**src/rtl/vidx_pkg.sv**
```systemverilog
package vidx_pkg;
    localparam int REG_AW    = 5;
    localparam int NREGS     = 32;
    localparam int MAX_NF    = 8;
    localparam int NF_W      = 4;
    localparam int GRP_W     = 4;
    localparam int INSN_W    = 32;

    localparam logic [6:0] OPC_VLOAD  = 7'b0000111;
    localparam logic [6:0] OPC_VSTORE = 7'b0100111;

    typedef struct packed {
        logic              valid;
        logic              store;
        logic              ordered;
        logic [1:0]        eew;
        logic [NF_W-1:0]   nf;
        logic [REG_AW-1:0] vd;
        logic [REG_AW-1:0] vs2;
        logic [REG_AW-1:0] rs1;
        logic              vm;
        logic              illegal;
    } vidx_res_t;
endpackage

```
**src/rtl/vidx_geom.sv**
```systemverilog
module vidx_geom
    import vidx_pkg::*;
#(
    parameter int SPAN_LIMIT = 8,
    parameter int REG_COUNT  = NREGS
) (
    input  logic [1:0]        eew_i,
    input  logic [1:0]        sew_i,
    input  logic [2:0]        lmul_i,
    input  logic [NF_W-1:0]   nf_i,
    input  logic [REG_AW-1:0] vd_i,
    input  logic [REG_AW-1:0] vs2_i,
    output logic              emul_ok_o,
    output logic              align_ok_o,
    output logic              seg_ok_o,
    output logic [GRP_W-1:0]  dgrp_o,
    output logic [GRP_W-1:0]  igrp_o
);
    localparam int SW = 8;

    logic signed [4:0] emul;
    logic [1:0]        lmul_pos, emul_pos;
    logic [SW-1:0]     span;
    logic [REG_AW-1:0] imask, dmask;

    always_comb begin
        emul = $signed({3'b000, eew_i}) - $signed({3'b000, sew_i})
             + $signed({{2{lmul_i[2]}}, lmul_i});
        emul_ok_o = (emul >= -5'sd3) && (emul <= 5'sd3);

        lmul_pos = lmul_i[2] ? 2'd0 : lmul_i[1:0];
        if (emul[4])           emul_pos = 2'd0;
        else if (emul > 5'sd3) emul_pos = 2'd3;
        else                   emul_pos = emul[1:0];

        dgrp_o = GRP_W'(1) << lmul_pos;
        igrp_o = GRP_W'(1) << emul_pos;

        imask = {1'b0, igrp_o} - 5'd1;
        dmask = {1'b0, dgrp_o} - 5'd1;
        align_ok_o = ((vs2_i & imask) == '0) && ((vd_i & dmask) == '0);

        span     = SW'(nf_i) * SW'(dgrp_o);
        seg_ok_o = (span <= SW'(SPAN_LIMIT))
                && ((SW'(vd_i) + span) <= SW'(REG_COUNT));
    end
endmodule

```
**config.mk**
```make
export PLATFORM = sky130hd
export DESIGN_NAME = vidx_geom
export DESIGN_NICKNAME = d
export VERILOG_FILES = /design/src/rtl/vidx_pkg.sv /design/src/rtl/vidx_geom.sv
export SDC_FILE = /design/constraint.sdc
export NUM_CORES = 1
export LEC_CHECK = 0
export ABC_AREA = 1
export BUFFER_PORTS_ARGS = -buffer_cell sky130_fd_sc_hd__buf_2
export CAP_MARGIN = 25
export CORE_ASPECT_RATIO = 1.5
export CORE_UTILIZATION = 45
export DETAILED_ROUTE_END_ITERATION = 12
export GPL_TIMING_DRIVEN = 0
export PLACE_DENSITY = 0.72
export RECOVER_POWER = 100
export SETUP_SLACK_MARGIN = 0.5
export SLEW_MARGIN = 20
export SYNTH_ARGS = -nofsm -noshare
export SYNTH_HDL_FRONTEND = slang
export SYNTH_SLANG_ARGS = --single-unit
```
**constraint.sdc**
```tcl
create_clock -name vclk -period 5.4
set_input_delay 0.27 -clock vclk [all_inputs]
set_output_delay 0.27 -clock vclk [all_outputs]
set_load 0.02 [all_outputs]
```
## Word level (Yosys, flattened, before mapping)

Cells that the tools add are included.

- Add/sub/neg operators: 5
- Multiply operators: 1
- $lt $le $gt $ge: 5
- Shift-type cells: 2
- Multiplexer cells: 3
- Bitwise operators: 2
- Reduce and logical (&&, ||, !) cells: 5

Operators with widths:

| cell | count |
|---|---|
| 5-bit AND | 2 |
| 5-bit logical NOT | 2 |
| 4-bit by 1-bit subtractor with 5-bit output (second input constant) | 2 |
| 5-bit by 8-bit adder with 8-bit output | 1 |
| 8-bit by 4-bit less-or-equal comparator with 1-bit output (second input constant) | 1 |
| 8-bit by 6-bit less-or-equal comparator with 1-bit output (second input constant) | 1 |
| 4-bit by 4-bit multiplier with 8-bit output | 1 |
| 1-bit by 2-bit << shifter with 4-bit output (first input constant) | 2 |
| 2-bit two-way mux | 3 |
| 3-bit by 3-bit adder with 4-bit output | 1 |
| 4-bit by 3-bit greater-or-equal comparator with 1-bit output (second input constant) | 1 |
| 4-bit by 3-bit greater-than comparator with 1-bit output (second input constant) | 1 |
| 4-bit by 3-bit less-or-equal comparator with 1-bit output (second input constant) | 1 |
| 1-bit logical AND | 3 |
| 2-bit by 2-bit subtractor with 3-bit output | 1 |

- Bits in registers: 0
- Input port bits: 21
- Output and inout port bits: 11
- Logic and storage cells: 23

## Longest topological paths before layout

- Word-level depth: 10
- Mapped depth: 20
- Gate-level depth less buffers: 20

## Worst setup path before layout

OpenSTA, ideal clock, no wires.

- Path type: input to output
- From: in lmul_i[2]
- To: out seg_ok_o
- Data arrival time: 3.578 ns
- Required time: 5.130 ns
- Path slack: 1.552 ns
- Stages: 18
- Path buffers: 0
- Cells stage by stage: inv_2 -> nand2_1 -> nor2_1 -> nand2_1 -> fa_1 -> fa_1 -> inv_1 -> fa_1 -> xnor2_1 -> inv_1 -> ha_1 -> nand2_1 -> inv_1 -> nand4_1 -> o211ai_1 -> nand2_1 -> nand2_1 -> nor2_1

- Cells in the longest elaborated chain, start to end: 6
- Elaborated cells between the ends (all ways): 7
- Those cells by class: add/sub (1); mul (1); order compare (2); shift (1); mux (1); reduce/logical (1)

Ends and longest elaborated chain:

| element | line | source |
|---|---|---|
| start, declared | vidx_geom.sv:9 | `input logic [2:0] lmul_i,` |
| 2-bit two-way mux (*) | vidx_geom.sv:31 | `lmul_pos = lmul_i[2] ? 2'd0 : lmul_i[1:0];` |
| 1-bit by 2-bit << shifter with 4-bit output (*) | vidx_geom.sv:36 | `dgrp_o = GRP_W'(1) << lmul_pos;` |
| net dgrp_o[2] | vidx_geom.sv:16 | `output logic [GRP_W-1:0] dgrp_o,` |
| 4-bit by 4-bit multiplier with 8-bit output (*) | vidx_geom.sv:43 | `span = SW'(nf_i) * SW'(dgrp_o);` |
| 5-bit by 8-bit adder with 8-bit output | vidx_geom.sv:45 | `&& ((SW'(vd_i) + span) <= SW'(REG_COUNT));` |
| 8-bit by 6-bit less-or-equal comparator with 1-bit output | vidx_geom.sv:45 |  |
| 1-bit logical AND (*) | vidx_geom.sv:45 |  |
| end, declared | vidx_geom.sv:15 | `output logic seg_ok_o,` |

The timed path passes the listed nets; every way through them passes the cells marked *.

## Worst setup path after layout

- From: in lmul_i[2]
- To: out seg_ok_o

- Cells in the longest elaborated chain, start to end: 6
- Elaborated cells between the ends (all ways): 7
- Those cells by class: add/sub (1); mul (1); order compare (2); shift (1); mux (1); reduce/logical (1)

Ends and longest elaborated chain:

| element | line |
|---|---|
| 2-bit two-way mux (*) | vidx_geom.sv:31 |
| 1-bit by 2-bit << shifter with 4-bit output (*) | vidx_geom.sv:36 |
| 4-bit by 4-bit multiplier with 8-bit output (*) | vidx_geom.sv:43 |
| 5-bit by 8-bit adder with 8-bit output | vidx_geom.sv:45 |
| 8-bit by 6-bit less-or-equal comparator with 1-bit output | vidx_geom.sv:45 |
| 1-bit logical AND (*) | vidx_geom.sv:45 |

Mark *: on every way between the ends. The rest lies on a longest branch, timed or not.

==> impl_results.md <==
* Initial antenna violation count at 0
* RSZ-0062 raised after global routing: false
* Most common cell on crit path: sky130_fd_sc_hd__nand2_1
* Count of buffers inserted at the top-level ports at 31
* N_diodes at 0
* Remaining global-route overflow at 0
* Ys Warns at 0
* Worst IR drop on VDD at 78.7 µV
* Synthesized netlist net count at 212
* Largest cells by area after synthesis: sky130_fd_sc_hd__ha_1 27%, sky130_fd_sc_hd__fa_1 14%, sky130_fd_sc_hd__nand2_1 13%, sky130_fd_sc_hd__inv_1 13%, sky130_fd_sc_hd__nor2_1 8.9%
* Number of rows created at floorplan at 20
* Sequential Area at 0 µm²
* Crit. path cell count at 22
* Int Power at 0.0571 mW
* Cell area after synthesis at 0.00101 mm²
* Distinct cell type count after synthesis at 20
* Sequential cells at 0
* First-pass iteration count of the detailed router at 4
* Share of cells above drive strength 1 at 14.0%
* Area growth from synthesis to final layout at 16.5%
* CP Data Required Time at 5.13 ns
* Capture point of the worst path: seg_ok_o
* Total global routing track utilization at 18.0%
* Cell-by-cell trace of the critical path: buf_2, inv_2, nand2_1, inv_1, nand2_1, inv_1, nand2_1, fa_1, fa_1, inv_1, fa_1, xnor2_1, inv_1, ha_1, nand2_1, inv_1, nand4_1, o211ai_1, nand2_1, nand2_1, nor2_1, clkbuf_1
* Most used cells in the layout excluding fill and tap cells: 36 x sky130_fd_sc_hd__nand2_1, 35 x sky130_fd_sc_hd__inv_1, 24 x sky130_fd_sc_hd__nor2_1
* Top-level port count at 32
* CTS-repair resized insts at 0
* Result of the run: complete, no violations
* Count of buffer and inverter cells on the critical path at 8
* Final Net Count at 245
* Iteration-0 DRC count of the detailed router at 13
* Count of buffers added by post-CTS timing repair for setup at 0
* Remaining design rule violation count at 0
* Worst setup EP type: primary output
* Fraction of power spent switching nets at 62.7%
* Share of total power in combinational logic at 100.0%
* Effective utilization at floorplan at 48.7%
* Cell type with the largest total area after synthesis: sky130_fd_sc_hd__ha_1
* Via count of the first global-routing pass at 966
* MaxCap Viol Count at 0
* Clk pwr share at 0%
* Startpoint Class: primary input
* Die width at 40.7 µm
* Die area at 0.00244 mm²
* Most common cell after layout, fill and taps aside: sky130_fd_sc_hd__nand2_1
* Crit path arrival time at 3.84 ns
* Post-synthesis average cell area at 6.24 µm²
* Final number of hold-violating endpoints at 0
* Final setup violating endpoints at 0
* Peak clock frequency supported by timing at 243 MHz
* Critical Path Start: lmul_i[2]
* Sequential share of power at 0%
* Setup total negative slack at 0 ns
* Cell count after synthesis at 162
* Die height at 60.1 µm
* CP max-delay cell: sky130_fd_sc_hd__fa_1
* Pin count of the biggest net entering global routing at 8
* Final Critical Period at 4.11 ns
* Number of nets with antenna violations after routing at 0
* Cts-stage hold buffer count at 0
* Final worst slack at 1.29 ns
* Multi-input combinational cell area at 871 µm²
* Slowest stage delay, CP at 0.55 ns
* Count of filler cells inserted in the layout at 224
* Tcrit/Tclk final at 76.1%
* Worst setup timing slack at the placement stage at 1.38 ns
* HPWL after DPL at 1.98 mm
* Routed wire per std cell at 9.92 µm
* Top cell type's share of synthesized area at 27.2%
* Clkbuf count at 0
* Core area at 0.00208 mm²
* Areal power density over the cells at 130 mW/mm²
* Worst relative slew slack at 81.3%
* First-pass GRT wire length at 3.28 mm
* Sequential element share of the synthesized area at 0%
* Vias per cell at 5.02
* Top Family by Delay on Critical Path: adder cells
* Largest fanout on the critical path at 5
* Least-Margin Pin Slew at 0.278 ns
* Type of the tightest min-delay check: primary input to primary output
* Net switching power of the design at 0.0962 mW
* Final routed wirelength across all metal layers at 2.13 mm
* Type of the setup path with the least slack: primary input to primary output
* Routability congestion estimate from global placement at 0.769
* Overall Power at 0.153 mW
* Final Max Tran Viols at 0
* Via total after detailed routing at 1079
* Leakage Power at 0.775 nW
[tightest hold or removal path, stage by stage]
cell and delay [ns]:
sky130_fd_sc_hd__buf_2 0.08, sky130_fd_sc_hd__nand2_1 0.04, sky130_fd_sc_hd__nand2_1 0.05, sky130_fd_sc_hd__nor2_1 0.03, sky130_fd_sc_hd__clkbuf_1 0.15
[power groups by stage]
stage	Sequential [mW]	Combinational (mW)	Clock [mW]
5_1_grt	0	0.179	0
4_1_cts	0	0.160	0
3_5_place_dp	0	0.159	0
3_3_place_gp	0	0.155	0
6_report	0	0.153	0
2_1_floorplan	0	0.116	0
[how the worst min path moves through the flow]
| stage | slack [ns] | startpoint | endpoint | cells after the start |
|---|---|---|---|---|
| after global routing | 0.92 | lmul_i[0] | dgrp_o[2] | 3 |
| after CTS | 0.88 | vs2_i[2] | align_ok_o | 5 |
| final | 0.89 | vs2_i[2] | align_ok_o | 5 |
| after detailed placement | 0.88 | vs2_i[2] | align_ok_o | 5 |
| after global placement | 0.87 | vs2_i[2] | align_ok_o | 5 |
| after floorplan | 0.63 | lmul_i[1] | dgrp_o[1] | 1 |
[metrics by stage]
step | cell area [µm²] | instances | hold WS, ns | util, %
finish | 1180 | 215 | 0.891 | 56.7
CTS | 1190 | 215 | 0.880 | 57.5
global route | 1180 | 215 | 0.921 | 56.7
floorplan | 1010 | 162 | 0.634 | -
detailed placement | 1190 | 215 | 0.879 | 57.5
global placement | 1190 | 215 | 0.873 | 57.5
[layer usage]
| metal | global-route usage [%] | vias up | wire length, µm |
|---|---|---|---|
| met2 | 40.1 | 26 | 1240 |
| met3 | 0 | 0 | 69 |
| met5 | 0 | - | 0 |
| li1 | - | 576 | - |
| met4 | 0 | 0 | 0 |
| met1 | 16.9 | 477 | 826 |
[final cells by class]
cell class	count	area share [%]
repair buffers	31	12.2
inverters	36	11.5
well taps	22	2.34
multi-input cells	126	74.0
[kinds of logic (layout without fill, tap and decap cells)]
family	after synthesis	in the layout	share of synthesized area (%)
fa+ha+maj	29	29	41.1
buf+inv	36	67	13.4
xor+xnor	3	3	2.60
simple gates	81	81	34.9
compound gates	12	12	6.93
mux	1	1	1.11
[Yosys cell counts]
master                     count
sky130_fd_sc_hd__mux2_2        1
sky130_fd_sc_hd__nor2_1       24
sky130_fd_sc_hd__nand2_2       1
sky130_fd_sc_hd__xnor2_1       1
sky130_fd_sc_hd__nand3_2       2
sky130_fd_sc_hd__o211ai_1      1
sky130_fd_sc_hd__nand4_1       3
sky130_fd_sc_hd__nand2_1      36
sky130_fd_sc_hd__o21ai_1       1
sky130_fd_sc_hd__a21oi_1       8
sky130_fd_sc_hd__inv_2         1
sky130_fd_sc_hd__nand3_1      11
sky130_fd_sc_hd__o21ai_0       1
sky130_fd_sc_hd__or2_1         2
sky130_fd_sc_hd__inv_1        35
sky130_fd_sc_hd__ha_1         22
sky130_fd_sc_hd__nand3b_1      2
sky130_fd_sc_hd__a211oi_2      1
sky130_fd_sc_hd__xor2_1        2
sky130_fd_sc_hd__fa_1          7
(Power assumes the default switching activity.)
